$ cat src/rtl/pcs_pkg.sv
package pcs_pkg;
  localparam int SYM_W = 8;
  typedef logic [SYM_W-1:0] sym_t;

  // One division shift, MSB-first input.
  function automatic sym_t div_step(sym_t st, logic din, sym_t taps);
    logic fb;
    fb = st[SYM_W-1] ^ din;
    return {st[SYM_W-2:0], 1'b0} ^ (fb ? taps : '0);
  endfunction

  function automatic sym_t div_byte(sym_t st, sym_t b, sym_t taps);
    sym_t s;
    s = st;
    for (int i = SYM_W - 1; i >= 0; i--) s = div_step(s, b[i], taps);
    return s;
  endfunction

  // Zero-input drain: y[k] is the k-th emitted feedback bit.
  function automatic sym_t drain_syndrome(sym_t st, sym_t taps);
    sym_t s;
    sym_t y;
    s = st;
    y = '0;
    for (int k = 0; k < SYM_W; k++) begin
      y[k] = s[SYM_W-1];
      s = div_step(s, 1'b0, taps);
    end
    return y;
  endfunction

  // FIR with the generator taps, zero history; k-th output lands MSB-first.
  function automatic sym_t fir_pack(sym_t y, sym_t taps);
    sym_t o;
    logic acc;
    o = '0;
    for (int k = 0; k < SYM_W; k++) begin
      acc = 1'b0;
      for (int j = 0; j < SYM_W; j++) begin
        if (j <= k && taps[j]) acc = acc ^ y[k-j];
      end
      o[SYM_W-1-k] = acc;
    end
    return o;
  endfunction

  function automatic sym_t finish_csum(sym_t st, sym_t taps, sym_t offset);
    return fir_pack(drain_syndrome(st, taps), taps) ^ offset;
  endfunction
endpackage

$ cat src/rtl/pcs_syndrome_acc.sv
module pcs_syndrome_acc
  import pcs_pkg::*;
#(
  parameter sym_t TAPS = 8'h63
) (
  input  logic clk,
  input  logic rst_n,
  input  logic hold_clear,
  input  logic take,
  input  logic take_sop,
  input  sym_t take_data,
  output sym_t state_o,
  output logic primed_o
);
  sym_t state_q;
  logic primed_q;

  always_ff @(posedge clk) begin
    if (!rst_n) begin
      state_q  <= '0;
      primed_q <= 1'b0;
    end else if (hold_clear) begin
      state_q  <= '0;
      primed_q <= 1'b0;
    end else if (take && take_sop) begin
      state_q  <= '0;
      primed_q <= 1'b1;
    end else if (take) begin
      state_q  <= div_byte(state_q, take_data, TAPS);
    end
  end

  assign state_o  = state_q;
  assign primed_o = primed_q;
endmodule

$ cat src/rtl/pcs_csum_final.sv
module pcs_csum_final
  import pcs_pkg::*;
#(
  parameter sym_t TAPS   = 8'h63,
  parameter sym_t OFFSET = 8'h67
) (
  input  sym_t state_i,
  output sym_t csum_o
);
  assign csum_o = finish_csum(state_i, TAPS, OFFSET);
endmodule

$ cat src/rtl/pcs_out_stage.sv
module pcs_out_stage
  import pcs_pkg::*;
(
  input  logic clk,
  input  logic rst_n,
  input  logic load,
  input  sym_t ld_data,
  input  logic ld_sop,
  input  logic out_ready,
  output logic space,
  output logic out_valid,
  output sym_t out_data,
  output logic out_sop
);
  logic vld_q;
  sym_t dat_q;
  logic sop_q;

  assign space = !vld_q || out_ready;

  always_ff @(posedge clk) begin
    if (!rst_n) begin
      vld_q <= 1'b0;
      dat_q <= '0;
      sop_q <= 1'b0;
    end else if (load) begin
      vld_q <= 1'b1;
      dat_q <= ld_data;
      sop_q <= ld_sop;
    end else if (out_ready) begin
      vld_q <= 1'b0;
    end
  end

  assign out_valid = vld_q;
  assign out_data  = dat_q;
  assign out_sop   = sop_q;
endmodule

$ cat src/rtl/pkt_csum_sync_replacer.sv
module pkt_csum_sync_replacer
  import pcs_pkg::*;
#(
  parameter logic [pcs_pkg::SYM_W-1:0] GEN_TAPS    = 8'h63,
  parameter logic [pcs_pkg::SYM_W-1:0] CSUM_OFFSET = 8'h67
) (
  input  logic                      clk,
  input  logic                      rst_n,
  input  logic                      bypass,
  input  logic [pcs_pkg::SYM_W-1:0] in_data,
  input  logic                      in_sop,
  input  logic                      in_valid,
  output logic                      in_ready,
  output logic [pcs_pkg::SYM_W-1:0] out_data,
  output logic                      out_sop,
  output logic                      out_valid,
  input  logic                      out_ready
);
  // Named internal events, brought out for the checker.
  logic take;
  logic slot_take;
  logic replace_fire;
  logic primed;
  sym_t acc_state;
  sym_t csum;
  sym_t pick_data;
  logic space;

  assign take         = in_valid && space;
  assign slot_take    = take && in_sop;
  assign replace_fire = slot_take && primed && !bypass;
  assign in_ready     = space;
  assign pick_data    = replace_fire ? csum : in_data;

  pcs_syndrome_acc #(.TAPS(GEN_TAPS)) u_acc (
    .clk       (clk),
    .rst_n     (rst_n),
    .hold_clear(bypass),
    .take      (take),
    .take_sop  (in_sop),
    .take_data (in_data),
    .state_o   (acc_state),
    .primed_o  (primed)
  );

  pcs_csum_final #(.TAPS(GEN_TAPS), .OFFSET(CSUM_OFFSET)) u_fin (
    .state_i(acc_state),
    .csum_o (csum)
  );

  pcs_out_stage u_out (
    .clk      (clk),
    .rst_n    (rst_n),
    .load     (take),
    .ld_data  (pick_data),
    .ld_sop   (in_sop),
    .out_ready(out_ready),
    .space    (space),
    .out_valid(out_valid),
    .out_data (out_data),
    .out_sop  (out_sop)
  );
endmodule

$ cat config.mk
export PLATFORM = sky130hd
export DESIGN_NAME = pkt_csum_sync_replacer
export DESIGN_NICKNAME = d
export VERILOG_FILES = /design/src/rtl/pcs_pkg.sv /design/src/rtl/pcs_syndrome_acc.sv /design/src/rtl/pcs_csum_final.sv /design/src/rtl/pcs_out_stage.sv /design/src/rtl/pkt_csum_sync_replacer.sv
export SDC_FILE = /design/constraint.sdc
export NUM_CORES = 1
export LEC_CHECK = 0
export ABC_AREA = 1
export BUFFER_PORTS_ARGS = -buffer_cell sky130_fd_sc_hd__buf_2
export CAP_MARGIN = 20
export CORE_ASPECT_RATIO = 0.9
export CORE_UTILIZATION = 52
export CTS_CLUSTER_SIZE = 20
export DETAILED_ROUTE_END_ITERATION = 10
export HOLD_SLACK_MARGIN = 0.05
export MAX_ROUTING_LAYER = met4
export PLACE_DENSITY = 0.85
export SKIP_LAST_GASP = 1
export SLEW_MARGIN = 20
export SYNTH_ARGS = -nofsm -noshare
export SYNTH_HDL_FRONTEND = slang
export SYNTH_SLANG_ARGS = --single-unit
$ cat constraint.sdc
create_clock -name clk -period 1.58 [get_ports clk]
set_input_delay 0.158 -clock clk [delete_from_list [all_inputs] [get_ports clk]]
set_output_delay 0.158 -clock clk [all_outputs]
set_load 0.1 [all_outputs]
==> reports/results.tsv <==
metric	value	unit
vias in the first global route	1764	
RR Endpoint	u_acc.state_o[7]	
synthesized area per cell	7.26	µm²
Worst Setup SP	u_acc.state_o[7]	
final worst-path cycle share	128	%
Util after Layout	84.2	%
Seq/Total Area, Yosys	21.8	%
Mapped Cells	240	
total clock sinks	19	
via/cell ratio	5.55	
outcome	complete, but fails checks	
Main synth FF type	dfxtp_1	
CP most frequent cell	nand2_4	
final WL	6.18	mm
global-route wire length before repair	8.32	mm
H-tree levels	1	
Placeable Area	0.00311	mm²
CP Depth	20	
die area	0.00359	mm²
crit path cell chain	buf_12 -> clkinv_8 -> nand2_4 -> nand2_4 -> nand2_4 -> nand2_8 -> inv_4 -> nand2_4 -> nand3_4 -> nand2_4 -> nand2_4 -> nand2_4 -> nand2_4 -> nand2_4 -> nand2_4 -> nand2_4 -> nand3_2 -> nand3_2 -> nand2_1 -> inv_1	
Clk network pwr share	13.7	%
crit-path leading delay family	simple AND/OR/NAND/NOR gates	
syn nets	254	
CTS Root Cell	clkbuf_8	
Hold WC Path Type	in -> reg	
Pre-antenna DRT Iters	4	
clock-pin slew on the worst setup and hold paths	70	ps
CTS Buf Count	3	
Antenna Cells	0	
Relative slew margins	65.1	%
Critical Path RT	1750	ps
Max Cap Viol	0	
NetSw	1200	µW
Slew @ Worst Pin	519	ps
Yosys reg bits	19	
fmax	495	MHz
Clock Skew	1.16	ps
chip height	56.9	µm
worst path bufs/invs	4	
Site Rows	19	
post-synth top area cell	dfxtp_1	
critical register-to-register path startpoint	u_acc.state_o[7]	
layout cells sized above 1	55.0	%
R2R setup slack	-440	ps
Worst Setup End Kind	flip-flop	
Die Span X	63.0	µm
kind of critical path	reg -> reg	
Post-synth ARST share	0	%
max-slew violations	0	
Post-route DRC	0	
Crit Path Max Fanout	7	
P_int	1320	µW
Max IR drop VDD	758	µV
pwr/cell area	964	mW/mm²
# setup viols final	12	
starting density of the core	56.0	%
largest cells by area after synthesis	dfxtp_1, nand2_1, nand2_4	
Post-Syn Area	0.00174	mm²
Routed Antenna Nets	0	
crit path time final	2020	ps
Distinct cells, synth	29	
violated checks	setup timing	
Post-synth EDFFs	0	
drt first-iter violations	121	
worst-skew pair later-pin latency	260	ps
static leakage	0.00133	µW
share of the synthesized area in the top cell type	21.8	%
placed wire-length estimate	3.63	mm
Ys Warns	0	
CTS max path bufs	2	
post-place setup slack	-358	ps
Net Sw Frac	47.6	%
aggregate global routing overflow	0	
top-count cell post-synth	nand2_1	
Setup crit end	u_acc.state_o[7]	
port buffer count	24	
RSZ-0062 raised after global routing	yes	
setup TNS	-3800	ps
Fin. Hold Viols	0	
via count	1949	
area growth from synthesis to layout	50.4	%
WP data arrival	2180	ps
reg2reg path depth	20	
Post-layout nets	324	
Post-synth top cells	nand2_1, inv_1, nand3_1, dfxtp_1, nand2_2	
slowest cell delay on critical path	360	ps
post-route setup slack	-439	ps
# IOs	25	
GRT Util Overall	31.7	%
Total Power	2530	µW
pin count of the biggest net entering global routing	20	
logic gate share of total power	64.8	%
crit start category	flip-flop	
initial antenna violation count	0	
Routed WL per cell	17.6	µm
Hold-fix buffers, CTS	0	
critical path's slowest cell	dfxtp_2	
register share of total power	21.6	%
GP Congestion	0.867	
CTS tree	yes	
-- worst min path at each step --
stage	cells after the start	slack, ps	endpoint	from
floorplan	1	240	u_acc.primed_o	bypass
global placement	2	370	u_acc.primed_o	bypass
detailed placement	2	380	u_acc.primed_o	bypass
CTS	2	100	u_acc.primed_o	bypass
global route	2	100	u_acc.primed_o	bypass
finish	2	110	u_acc.primed_o	bypass
-- layout make-up --
class                      count  area, µm²
fill                         163        493
clock inverter                 1       5.00
multi-input combinational    181       1470
clock buffer                   3       41.3
tap                           42       52.6
sequential                    19        388
inverter                      33        144
timing repair buffer          72        522
-- stage by stage --
stage	instance area (µm²)	hold slack, ps	instances
4_1_cts	2440	101	349
6_report	2620	106	351
5_1_grt	2620	103	351
3_3_place_gp	2210	371	336
3_5_place_dp	2210	378	336
2_1_floorplan	1790	236	240
-- worst register-to-register path: stages, from the launching register on --
cell      delay (ps)
dfxtp_2          360
buf_12           150
clkinv_8          70
nand2_4           60
nand2_4           70
nand2_4          100
nand2_8           80
inv_4             80
nand2_4           60
nand3_4           90
nand2_4           90
nand2_4           90
nand2_4           80
nand2_4           80
nand2_4           70
nand2_4           80
nand2_4           50
nand3_2           60
nand3_2           90
nand2_1           80
inv_1             40
-- metal layers --
metal / routed length [µm] / vias to the layer above / GRT usage, %
met5: 0 / - / -
met4: 286 / 0 / 10.3
met3: 380 / 31 / 4.67
met2: 3120 / 90 / 55.3
met1: 2390 / 925 / 37.2
li1: - / 903 / -
-- repair_timing --
item / CTS / global route
pin swaps: 16 / 24
setup buffers: 9 / 2
setup endpoints to repair: 11 / 12
resized for setup: 25 / 33
-- kinds of logic (layout without fill, tap and decap cells) --
group           Yosys count  count (layout)  synth area share (%)
flops                    19              19                  21.8
simple gates            126             126                  43.8
compound gates           34              34                  10.7
buf+inv                  40             109                  10.6
xor+xnor                 21              21                  13.1
-- power groups by stage --
stage / Sequential [µW] / Combinational [µW] / Clock (µW)
6_report: 545 / 1640 / 345
4_1_cts: 541 / 1380 / 349
5_1_grt: 545 / 1730 / 363
3_5_place_dp: 549 / 1240 / 0
2_1_floorplan: 679 / 772 / 0
3_3_place_gp: 548 / 1210 / 0
-- sequential cells by signal, summed over array words and instances (netlist names) --
signal,count
u_acc.state_o,8
u_out.out_data,8
u_acc.primed_o,1
u_out.out_sop,1
u_out.out_valid,1
-- cell usage in the layout (no fill, tap or decap), drive strengths merged, types with 4 or more instances in the layout --
cell / instances
nand2: 81
buf: 72
inv: 32
nand3: 30
dfxtp: 19
a21oi: 16
o21ai: 13
xor2: 12
xnor2: 9
nor2: 9
o211ai: 4
Power figures use the tool's default switching activity.
